## src/rtl/irm_pkg.sv

```systemverilog
package irm_pkg;

  typedef enum logic [1:0] {
    K_READ   = 2'd0,
    K_WRITE  = 2'd1,
    K_LOCK   = 2'd2,
    K_LOCK64 = 2'd3
  } req_kind_e;

  typedef enum logic [1:0] {
    RC_COMPLETE = 2'd0,
    RC_TYPE_ERR = 2'd1,
    RC_ADDR_ERR = 2'd2
  } rsp_code_e;

  typedef enum logic [1:0] {
    SEL_BMID = 2'd0,
    SEL_BW   = 2'd1,
    SEL_CHHI = 2'd2,
    SEL_CHLO = 2'd3
  } reg_sel_e;

  typedef struct packed {
    rsp_code_e code;
    reg_sel_e  sel;
    logic      do_read;
    logic      do_lock;
    logic      wide;
  } dec_t;

endpackage

```

## src/rtl/irm_decode.sv

```systemverilog
module irm_decode
  import irm_pkg::*;
#(
  parameter int ADDR_W     = 8,
  parameter int EXT_W      = 4,
  parameter int CSWAP_CODE = 2
) (
  input  logic [1:0]        kind,
  input  logic [ADDR_W-1:0] addr,
  input  logic [EXT_W-1:0]  ext,
  output dec_t              dec
);
  localparam int WIN_BITS = 4;
  localparam logic [EXT_W-1:0] CSWAP = EXT_W'(CSWAP_CODE);

  logic in_window;
  assign in_window = (addr[ADDR_W-1:WIN_BITS] == '0);

  always_comb begin
    dec         = '0;
    dec.code    = RC_COMPLETE;
    dec.sel     = reg_sel_e'(addr[3:2]);
    if (addr[1:0] != 2'b00) begin
      dec.code = RC_TYPE_ERR;
    end else if (!in_window) begin
      dec.code = RC_ADDR_ERR;
    end else begin
      unique case (req_kind_e'(kind))
        K_READ:  dec.do_read = 1'b1;
        K_WRITE: dec.code = RC_TYPE_ERR;
        K_LOCK: begin
          if (ext == CSWAP) dec.do_lock = 1'b1;
          else              dec.code    = RC_TYPE_ERR;
        end
        K_LOCK64: begin
          if (ext == CSWAP && reg_sel_e'(addr[3:2]) == SEL_CHHI) begin
            dec.do_lock = 1'b1;
            dec.wide    = 1'b1;
          end else begin
            dec.code = RC_TYPE_ERR;
          end
        end
        default: dec.code = RC_TYPE_ERR;
      endcase
    end
  end
endmodule

```

## src/rtl/irm_bw_lock.sv

```systemverilog
module irm_bw_lock #(
  parameter int Q_W  = 32,
  parameter int BW_W = 13
) (
  input  logic [BW_W-1:0] cur,
  input  logic [Q_W-1:0]  data,
  input  logic [Q_W-1:0]  arg,
  output logic [BW_W-1:0] nxt,
  output logic            upd,
  output logic [Q_W-1:0]  ret
);
  localparam logic [Q_W-1:0] LIMIT = Q_W'((64'd1 << BW_W) - 1);

  logic [BW_W-1:0] arg_n, data_n, amt;
  logic [BW_W:0]   sum;

  assign arg_n  = arg[BW_W-1:0];
  assign data_n = data[BW_W-1:0];

  always_comb begin
    upd = 1'b0;
    nxt = cur;
    ret = Q_W'(cur);
    amt = '0;
    sum = '0;
    if (arg <= LIMIT) begin
      if (arg_n >= data_n) begin
        amt = arg_n - data_n;
        if (cur >= amt) begin
          upd = 1'b1;
          nxt = cur - amt;
          ret = arg;
        end
      end else begin
        amt = data_n - arg_n;
        sum = {1'b0, cur} + {1'b0, amt};
        if (!sum[BW_W]) begin
          upd = 1'b1;
          nxt = sum[BW_W-1:0];
          ret = arg;
        end
      end
    end
  end
endmodule

```

## src/rtl/irm_chan_lock.sv

```systemverilog
module irm_chan_lock #(
  parameter int W = 64
) (
  input  logic [W-1:0] cur,
  input  logic [W-1:0] data,
  input  logic [W-1:0] arg,
  output logic [W-1:0] nxt,
  output logic         upd,
  output logic [W-1:0] ret
);
  logic [W-1:0] affected;

  assign affected = arg ^ data;
  assign upd      = ((arg & affected) == (cur & affected));
  assign nxt      = cur ^ affected;
  assign ret      = upd ? arg : cur;
endmodule

```

## src/rtl/irm_lock_regs.sv

```systemverilog
module irm_lock_regs
  import irm_pkg::*;
#(
  parameter int          Q_W        = 32,
  parameter int          ADDR_W     = 8,
  parameter int          EXT_W      = 4,
  parameter int          CSWAP_CODE = 2,
  parameter int          BMID_W     = 6,
  parameter int          BW_W       = 13,
  parameter int          BW_INIT    = 4915,
  parameter logic [31:0] CH_HI_INIT = 32'hFFFF_FFFE,
  parameter logic [31:0] CH_LO_INIT = 32'hFFFF_FFFF
) (
  input  logic                clk,
  input  logic                rst_n,
  input  logic                bus_reset,
  input  logic                req_valid,
  output logic                req_ready,
  input  logic [1:0]          req_kind,
  input  logic [ADDR_W-1:0]   req_addr,
  input  logic [EXT_W-1:0]    req_ext,
  input  logic [2*Q_W-1:0]    req_data,
  input  logic [2*Q_W-1:0]    req_arg,
  output logic                rsp_valid,
  input  logic                rsp_ready,
  output logic [1:0]          rsp_code,
  output logic [2*Q_W-1:0]    rsp_data
);
  localparam int D_W = 2 * Q_W;
  localparam logic [BMID_W-1:0] BMID_RST = '1;
  localparam logic [BW_W-1:0]   BW_RST   = BW_W'(BW_INIT);
  localparam logic [Q_W-1:0]    HI_RST   = Q_W'(CH_HI_INIT);
  localparam logic [Q_W-1:0]    LO_RST   = Q_W'(CH_LO_INIT);
  localparam logic [D_W-1:0]    BCAST_BIT = D_W'(1) << Q_W;

  logic [BMID_W-1:0] bmid_q;
  logic [BW_W-1:0]   bw_q;
  logic [Q_W-1:0]    chhi_q, chlo_q;

  dec_t dec;
  logic accept;

  assign req_ready = !bus_reset && (!rsp_valid || rsp_ready);
  assign accept    = req_valid && req_ready;

  irm_decode #(.ADDR_W(ADDR_W), .EXT_W(EXT_W), .CSWAP_CODE(CSWAP_CODE)) u_dec (
    .kind(req_kind), .addr(req_addr), .ext(req_ext), .dec(dec)
  );

  // bus manager identity compare-swap
  logic [Q_W-1:0] bmid_ext;
  logic           bmid_hit;
  assign bmid_ext = {{(Q_W-BMID_W){1'b0}}, bmid_q};
  assign bmid_hit = (req_arg[Q_W-1:0] == bmid_ext);

  // bandwidth arithmetic
  logic [BW_W-1:0] bw_nxt;
  logic            bw_upd;
  logic [Q_W-1:0]  bw_ret;
  irm_bw_lock #(.Q_W(Q_W), .BW_W(BW_W)) u_bw (
    .cur(bw_q), .data(req_data[Q_W-1:0]), .arg(req_arg[Q_W-1:0]),
    .nxt(bw_nxt), .upd(bw_upd), .ret(bw_ret)
  );

  // channel words: quadlet locks embed the other word unchanged in both operands
  logic [D_W-1:0] ch_cur, ch_arg, ch_data, ch_nxt, ch_ret;
  logic           ch_upd;
  assign ch_cur = {chhi_q, chlo_q};

  always_comb begin
    ch_arg  = ch_cur;
    ch_data = ch_cur;
    if (dec.wide) begin
      ch_arg  = req_arg;
      ch_data = req_data;
    end else if (dec.sel == SEL_CHHI) begin
      ch_arg  = {req_arg[Q_W-1:0],  chlo_q};
      ch_data = {req_data[Q_W-1:0], chlo_q};
    end else if (dec.sel == SEL_CHLO) begin
      ch_arg  = {chhi_q, req_arg[Q_W-1:0]};
      ch_data = {chhi_q, req_data[Q_W-1:0]};
    end
    ch_data = ch_data & ~BCAST_BIT;   // channel 31 stays allocated
  end

  irm_chan_lock #(.W(D_W)) u_ch (
    .cur(ch_cur), .data(ch_data), .arg(ch_arg),
    .nxt(ch_nxt), .upd(ch_upd), .ret(ch_ret)
  );

  // response value
  logic [D_W-1:0] rsp_d;
  always_comb begin
    rsp_d = '0;
    if (dec.code == RC_COMPLETE) begin
      if (dec.wide) begin
        rsp_d = ch_ret;
      end else begin
        unique case (dec.sel)
          SEL_BMID: rsp_d = D_W'(bmid_ext);
          SEL_BW:   rsp_d = dec.do_lock ? D_W'(bw_ret) : D_W'(bw_q);
          SEL_CHHI: rsp_d = dec.do_lock ? D_W'(ch_ret[D_W-1:Q_W]) : D_W'(chhi_q);
          SEL_CHLO: rsp_d = dec.do_lock ? D_W'(ch_ret[Q_W-1:0]) : D_W'(chlo_q);
          default:  rsp_d = '0;
        endcase
      end
    end
  end

  always_ff @(posedge clk or negedge rst_n) begin
    if (!rst_n) begin
      bmid_q <= BMID_RST;
      bw_q   <= BW_RST;
      chhi_q <= HI_RST;
      chlo_q <= LO_RST;
    end else if (bus_reset) begin
      bmid_q <= BMID_RST;
      bw_q   <= BW_RST;
      chhi_q <= HI_RST;
      chlo_q <= LO_RST;
    end else if (accept && dec.do_lock) begin
      if (dec.wide) begin
        if (ch_upd) begin
          chhi_q <= ch_nxt[D_W-1:Q_W];
          chlo_q <= ch_nxt[Q_W-1:0];
        end
      end else begin
        unique case (dec.sel)
          SEL_BMID: if (bmid_hit) bmid_q <= req_data[BMID_W-1:0];
          SEL_BW:   if (bw_upd)   bw_q   <= bw_nxt;
          SEL_CHHI: if (ch_upd)   chhi_q <= ch_nxt[D_W-1:Q_W];
          SEL_CHLO: if (ch_upd)   chlo_q <= ch_nxt[Q_W-1:0];
          default: ;
        endcase
      end
    end
  end

  always_ff @(posedge clk or negedge rst_n) begin
    if (!rst_n) begin
      rsp_valid <= 1'b0;
      rsp_code  <= 2'd0;
      rsp_data  <= '0;
    end else if (accept) begin
      rsp_valid <= 1'b1;
      rsp_code  <= dec.code;
      rsp_data  <= rsp_d;
    end else if (rsp_ready) begin
      rsp_valid <= 1'b0;
    end
  end

  // ---------------- assertions ----------------
  assert_bus_reset_defaults_R1: assert property (@(posedge clk) disable iff (!rst_n)
    bus_reset |=> (bmid_q == BMID_RST && bw_q == BW_RST && chhi_q == HI_RST && chlo_q == LO_RST));

  assert_bmid_miss_keeps_R3: assert property (@(posedge clk) disable iff (!rst_n)
    (accept && dec.do_lock && !dec.wide && dec.sel == SEL_BMID &&
     req_arg[Q_W-1:0] != {{(Q_W-BMID_W){1'b0}}, bmid_q}) |=> $stable(bmid_q));

  assert_bw_only_by_lock_R5: assert property (@(posedge clk) disable iff (!rst_n)
    (!bus_reset && !(accept && req_kind == 2'd2 && req_addr == ADDR_W'(4) && req_ext == EXT_W'(CSWAP_CODE)))
    |=> $stable(bw_q));

  assert_chan31_held_R8: assert property (@(posedge clk) disable iff (!rst_n)
    !chhi_q[0]);

  assert_no_accept_when_blocked_R12: assert property (@(posedge clk) disable iff (!rst_n)
    (bus_reset || (rsp_valid && !rsp_ready)) |-> !req_ready);

  assert_rsp_held_R12: assert property (@(posedge clk) disable iff (!rst_n)
    (rsp_valid && !rsp_ready) |=> (rsp_valid && $stable(rsp_data) && $stable(rsp_code)));

endmodule

```

## config.mk

```make
export PLATFORM = sky130hd
export DESIGN_NAME = irm_lock_regs
export DESIGN_NICKNAME = d
export VERILOG_FILES = /design/src/rtl/irm_pkg.sv /design/src/rtl/irm_decode.sv /design/src/rtl/irm_bw_lock.sv /design/src/rtl/irm_chan_lock.sv /design/src/rtl/irm_lock_regs.sv
export SDC_FILE = /design/constraint.sdc
export NUM_CORES = 1
export LEC_CHECK = 0
export ABC_AREA = 1
export BUFFER_PORTS_ARGS = -buffer_cell sky130_fd_sc_hd__buf_2
export CAP_MARGIN = 20
export CORE_MARGIN = 2
export CORE_UTILIZATION = 45
export CTS_BUF_LIST = sky130_fd_sc_hd__clkbuf_16
export CTS_CLUSTER_SIZE = 14
export DETAILED_ROUTE_END_ITERATION = 16
export GPL_ROUTABILITY_DRIVEN = 0
export PLACE_DENSITY = 0.74
export SYNTH_ARGS = -nofsm -noshare
export SYNTH_HDL_FRONTEND = slang
export SYNTH_SLANG_ARGS = --single-unit
```

## constraint.sdc

```tcl
create_clock -name clk -period 8.15 [get_ports clk]
set_clock_uncertainty 0.15 [all_clocks]
set_input_delay 0.4075 -clock clk [delete_from_list [all_inputs] [get_ports clk]]
set_output_delay 0.4075 -clock clk [all_outputs]
set_load 0.1 [all_outputs]
```

==> summary.txt, run 1 <==
Timing
  • Final Hold Vio Count: 0
  • Slew Limit Headroom: 24.8%
  • Setup TNS: 0 ns
  • Max Fclk: 158 MHz
  • RSZ-0062 raised after global routing: no
  • Hold slack: 0.147 ns
  • Setup WS post-layout: 1.83 ns
  • Fin crit share: 77.5%
  • Worst Max-Slew Pin Slew: 1.12 ns
  • Minimum clock period: 6.32 ns
  • # setup viols final: 0
  • Slew Viols, Final: 0

Detailed routing
  • Drt first pass iters: 6
  • DRC: 0
  • Wire per inst: 17.1 um
  • Vias per cell: 5.50
  • Via count: 17500
  • Total Wirelength: 54300 um
  • Remaining antenna violation count: 0
  • DRT iter0 DRCs: 1565

Power
  • LEAKAGE: 9.97 nW
  • Sw frac: 42.3%
  • Logic gate share of total power: 42.9%
  • Internal Power: 1.72 mW
  • Psw: 1.26 mW
  • Pwr dens: 165 nW/um^2
  • Sequential share of power: 29.7%
  • Power, Total: 2.98 mW
  • Peak supply drop: 170 uV
  • Clk pwr share: 27.4%

Floorplanning
  • # IOs: 215
  • Die ar.: 37600 um^2
  • Number of cell rows: 69
  • Initial Utilization: 45.6%
  • Die Wd: 194 um
  • Die H: 194 um
  • Core footprint: 35600 um^2

Final layout
  • Most frequent cells in the layout: 700 x nand2_1, 414 x inv_1, 232 x o21ai_0, 213 x nor2_1, 212 x buf_2
  • Final net count: 3037
  • Layout cells sized above 1: 13.8%
  • Filler Cell Count: 3626
  • Core Util, Final: 50.9%
  • Commonest non-fill, non-tap cell in the layout: nand2_1
  • Synth-to-layout area growth: 11.6%

Worst hold path
  • Worst hold path type: in -> reg
  • Min-delay src: req_data[0]

Synthesis
  • YS warnings: 0
  • #FFs+latches synth: 150
  • Synth Instances: 2574
  • Cell Area, Synth: 16200 um^2
  • Syn nets: 2903
  • Post-synth top flop: dfstp_2
  • Asr flop ratio synth: 100%
  • Post-synthesis sequential area ratio: 23.7%
  • Synthesized area per cell: 6.30 um^2
  • Post-synth EDFFs: 0
  • Post-synth cell types: 50

Clock tree
  • Htree depth: 4
  • Root buffer cell: clkbuf_16
  • Post-CTS resize count: 0
  • Clock net sink count: 150
  • CTS max path bufs: 2
  • CTS buffer count: 17
  • Reg clk slew, reported paths: 0.08 ns
  • TritonCTS clock tree: yes
  • Later-pin clock latency in the skew report: 0.47 ns
  • Post-CTS setup buffer count: 0
  • Post-CTS Hold Buffers: 2

Critical path
  • CP startpoint: req_ext[1]
  • Startpoint type of the worst setup path: input pin
  • Crit Path Max Fanout: 45
  • WP data required: 8.40 ns
  • CP arrival: 6.57 ns
  • CP endpoint kind: flip-flop
  • Critical path class: in -> reg
  • Worst r2r src: chlo_q[22]

Global routing
  • First-pass GRT wire length: 85100 um
  • Total Routing Usage GR: 28.3%
  • Grt ovf: 0
  • Number of global-route vias before repair: 15900
  • Largest net degree at the start of global routing: 91
  • Initial antenna violation count: 3

Placement
  • Port buffer count: 213
  • Pre-CTS WS: 1.46 ns
  • Hpwl dp: 39000 um

Job
  • Max-Cap Viols: 0

Status
  • Outcome: complete, no violations
[layer usage]
layer	vias up	GRT usage, %	wire [um]
met5	-	0	13
met4	2	8.73	1350
met3	98	5.24	5340
met2	842	44.5	24100
met1	8063	39.5	23500
li1	8508	-	-
[cells by family (layout without fill, tap and decap cells)]
| family | count (synthesis) | after routing | share of synthesized area (%) |
|---|---|---|---|
| DFF | 150 | 150 | 23.7 |
| AOI/OAI and AO/OA | 566 | 566 | 18.7 |
| adders and majority gates | 182 | 182 | 14.2 |
| xor gates and xnor gates | 47 | 47 | 2.54 |
| buffers and inverters | 539 | 686 | 13.0 |
| and+or+nand+nor | 1086 | 1086 | 27.5 |
| other | 0 | 4 | 0 |
| muxes | 4 | 4 | 0.255 |
[stage by stage]
step	instance area (um^2)	instances
2_1_floorplan	16200	2574
3_3_place_gp	17500	3148
3_5_place_dp	17500	3148
4_1_cts	18100	3182
5_1_grt	18100	3184
6_report	18100	3186
[power by group through the flow]
stage	Clock (mW)	Combinational [mW]	Sequential, mW
floorplan	0	0.903	0.943
global placement	0	1.21	0.893
detailed placement	0	1.25	0.897
CTS	0.824	1.26	0.884
global route	0.850	1.47	0.895
finish	0.816	1.28	0.885
[layout make-up]
cell class,instances,area [um^2],area share [%]
Antenna cell,4,10.0,0.0553
Clock buffer,17,425,2.35
Clock inverter,15,154,0.851
Inverter,424,1590,8.81
Multi-Input combinational cell,1885,10300,56.8
Sequential cell,150,3850,21.3
Tap cell,461,577,3.19
Timing Repair Buffer,230,1200,6.66
[state kept, by name (all words and copies together) (netlist names)]
signal and count:
rsp_data 64, chhi_q 32, chlo_q 32, bw_q 13
bmid_q 6, rsp_code 2, rsp_valid 1
[critical path, stage by stage]
cell	delay (ns)
buf_2	0.09
inv_1	0.04
nor2_1	0.03
nand2_1	0.22
nor2_2	0.11
nand2_4	0.43
nand2_4	0.32
inv_2	0.74
nor2_1	0.08
nor2_1	0.16
ha_1	0.25
inv_1	0.06
ha_1	0.15
inv_1	0.05
nand2_1	0.05
nand2_1	0.05
nor2_1	0.10
nand2_1	0.08
nor2_1	0.19
nand2_1	0.11
nor2_2	0.57
nand2_2	0.13
inv_2	0.54
nand3_4	0.16
o21ai_4	0.65
buf_4	0.47
o21ai_0	0.16
o21ai_1	0.11
[final timing paths]
kind | to | slack (ns) | cells past startpoint
max | chlo_q[20] | 1.83 | 28
min | bmid_q[0] | 0.15 | 3
max reg2reg | chlo_q[20] | 3.17 | 20
min reg2reg | rsp_data[55] | 0.33 | 2
max in group asynchronous | bw_q[6] | 5.87 | 3
min in group asynchronous | rsp_data[56] | 0.45 | 2
[cell usage after synthesis, drive strengths merged, types with 4 or more instances]
cell / instances / share of area (%)
a21oi: 161 / 5.0
a31oi: 5 / 0.19
a32o: 5 / 0.31
and2: 6 / 0.23
buf: 50 / 1.7
clkbuf: 65 / 1.5
dfrtp: 74 / 11
dfstp: 76 / 12
fa: 4 / 0.49
ha: 178 / 14
inv: 423 / 9.8
nand2: 708 / 17
nand3: 107 / 3.5
nand4: 24 / 0.93
nor2: 223 / 5.4
nor3: 13 / 0.59
o211ai: 19 / 0.88
o21ai: 331 / 10
o21bai: 31 / 1.4
xnor2: 14 / 0.76
xor2: 33 / 1.8
Power figures use the tool's default switching activity.
==> inputs of run 2 (changes only) <==
Settings changed: PLACE_DENSITY 0.74 to 0.76.
Clock period 8.15 ns to 5.65 ns, I/O delays scaled along.
==> summary.txt, run 2 (synthesized netlist as in run 1, its figures left out) <==
Critical path
  • CP arrival: 4.77 ns (was 6.57 ns)
  • Worst r2r src: chhi_q[11] (was chlo_q[22])
  • Crit Path Max Fanout: 54 (was 45)
  • Worst r2r path cells: 22 (was 20)
  • Reg-to-reg endpoint: chlo_q[17] (was chlo_q[20])
  • FF-to-FF setup slack: 1.72 ns (was 3.17 ns)
  • WP data required: 5.89 ns (was 8.40 ns)
  • CP startpoint: req_addr[3] (was req_ext[1])
  • Startpoint type of the worst setup path: input pin (unchanged)
  • Critical path class: in -> reg (unchanged)
  • CP endpoint kind: flip-flop (unchanged)
  • Timing endpoint of the critical path: chlo_q[17] (was chlo_q[20])

Power
  • Peak supply drop: 233 uV (was 170 uV)
  • Logic gate share of total power: 42.4% (was 42.9%)
  • Pwr dens: 241 nW/um^2 (was 165 nW/um^2)
  • Sequential share of power: 29.1% (was 29.7%)
  • LEAKAGE: 10.0 nW (was 9.97 nW)
  • Psw: 1.80 mW (was 1.26 mW)
  • Internal Power: 2.59 mW (was 1.72 mW)
  • Sw frac: 40.9% (was 42.3%)
  • Clk pwr share: 28.5% (was 27.4%)

Clock tree
  • CTS max path bufs: 2 (unchanged)
  • Root buffer cell: clkbuf_16 (unchanged)
  • Later-pin clock latency in the skew report: 0.47 ns (about the same)
  • Reg clk slew, reported paths: 0.08 ns (about the same)
  • TritonCTS clock tree: yes (unchanged)
  • Htree depth: 4 (unchanged)
  • CTS buffer count: 17 (unchanged)
  • Clock net sink count: 150 (unchanged)
  • Post-CTS resize count: 0 (unchanged)

Final layout
  • Layout cells sized above 1: 14.0% (was 13.8%)
  • Most frequent cells in the layout: 700 x nand2_1, 415 x inv_1, 232 x o21ai_0, 213 x nor2_1, 212 x buf_2 (was 700 x nand2_1, 414 x inv_1, 232 x o21ai_0, 213 x nor2_1, 212 x buf_2)
  • Register with the most flip-flops: rsp_data (unchanged)
  • Number of flip-flops in the largest register: 64 (unchanged)
  • Post-Layout Cell Count: 3197 (was 3186)
  • Final net count: 3045 (was 3037)
  • Largest regs: rsp_data: 64 flops, chhi_q: 32 flops, chlo_q: 32 flops (unchanged)
  • Synth-to-layout area growth: 12.3% (was 11.6%)
  • Commonest non-fill, non-tap cell in the layout: nand2_1 (unchanged)

Timing
  • Final Hold Vio Count: 0 (unchanged)
  • Slew Limit Headroom: 17.0% (was 24.8%)
  • Minimum clock period: 4.53 ns
  • Worst Max-Slew Pin Slew: 1.24 ns (was 1.12 ns)
  • # setup viols final: 0 (unchanged)
  • RSZ-0062 raised after global routing: no (unchanged)
  • Fin crit share: 80.2%
  • Max Fclk: 221 MHz
  • Slew Viols, Final: 0 (unchanged)
  • Setup TNS: 0 ns (unchanged)

Detailed routing
  • Vias per cell: 5.51 (was 5.50)
  • Total Wirelength: 54400 um (was 54300 um)
  • Via count: 17600 (was 17500)
  • DRT iter0 DRCs: 1646 (was 1565)
  • Remaining antenna violation count: 0 (unchanged)
  • DRC: 0 (unchanged)
  • Drt first pass iters: 6 (unchanged)
  • Wire per inst: 17.0 um (was 17.1 um)

Floorplanning
  • # IOs: 215 (unchanged)
  • Die ar.: 37600 um^2 (unchanged)
  • Number of cell rows: 69 (unchanged)
  • Initial Utilization: 45.6% (unchanged)
  • Die Wd: 194 um (unchanged)
  • Die H: 194 um (unchanged)
  • Core footprint: 35600 um^2 (unchanged)

Global routing
  • Total Routing Usage GR: 28.5% (was 28.3%)
  • First-pass GRT wire length: 86200 um (was 85100 um)
  • Initial antenna violation count: 10 (was 3)
  • Number of global-route vias before repair: 16700 (was 15900)
  • Grt ovf: 0 (unchanged)
  • Largest net degree at the start of global routing: 85 (was 91)

Worst hold path
  • Worst hold path type: in -> reg (unchanged)

Placement
  • Port buffer count: 213 (unchanged)
  • Placed insts: 3155 (was 3148)
  • Hpwl dp: 40000 um (was 39000 um)

Job
  • Max-Cap Viols: 0 (unchanged)

Status
  • Outcome: complete, no violations (unchanged)
[run 2: routing by layer]
metal	global-route usage, %	share of wire [%]
met2	45.4	44
met5	0	0.048
met1	37.2	42
met3	6.59	10
met4	12.0	3.8
[run 2: critical path, stage by stage]
cell and delay (ns):
buf_2 0.15, inv_2 0.07, nor2_4 0.18, nand3_1 0.13, nor2_2 0.17, nand2_4 0.14, nand2_4 0.28, inv_2 0.39
nor2_1 0.22, nor2_1 0.08, ha_1 0.27, inv_1 0.05, ha_1 0.15, inv_1 0.06, nand2_1 0.07, nand2_1 0.06
nor2_1 0.10, nand2_1 0.06, nor2_1 0.17, nand2_1 0.12, nor2_2 0.15, nand2_2 0.07, inv_2 0.26, nand3_4 0.14
o21ai_4 0.35, buf_12 0.30, o21ai_0 0.13, o21ai_0 0.11
[run 2: worst min-delay path by stage]
stage	startpoint	to	cells past startpoint
6_report	req_valid	rsp_code[1]	4
5_1_grt	req_valid	rsp_code[1]	4
4_1_cts	req_data[0]	bmid_q[0]	3
3_5_place_dp	rst_n	rsp_data[56]	1
3_3_place_gp	rst_n	rsp_data[55]	1
2_1_floorplan	rst_n	bw_q[10]	0
[run 2: per-stage QoR]
step / util (%) / power [mW] / worst slack, ns / hold slack [ns] / area [um^2]
after floorplan: - / 2.66 / 1.80 / -0.163 / 16200
after global placement: 49.4 / 3.03 / 0.788 / 0.200 / 17600
after detailed placement: 49.4 / 3.11 / 0.716 / 0.189 / 17600
after CTS: 51.1 / 4.37 / 1.16 / 0.00755 / 18200
after global routing: 51.2 / 4.70 / 0.817 / 0.0415 / 18200
final: 51.2 / 4.39 / 1.12 / 0.0233 / 18200
[run 2: final cells by class]
type	count	area (um^2)
inverters	424	1590
clock buffers	17	425
multi-input cells	1885	10300
fillers	3533	17400
repair buffers	238	1290
well taps	461	577
flip-flops and latches	150	3850
diodes	7	17.5
clock inverters	15	178
[run 2: timing repair]
action                    4_1_cts  5_1_grt
hold buffers                    3        0
setup buffers                   0        0
hold endpoints to repair       37        0
[run 2: power groups by stage]
stage	clock network (mW)	registers, mW	logic (mW)
after floorplan	0	1.36	1.30
after global placement	0	1.29	1.74
after global routing	1.29	1.29	2.12
after detailed placement	0	1.29	1.82
final	1.25	1.28	1.86
after CTS	1.25	1.28	1.84
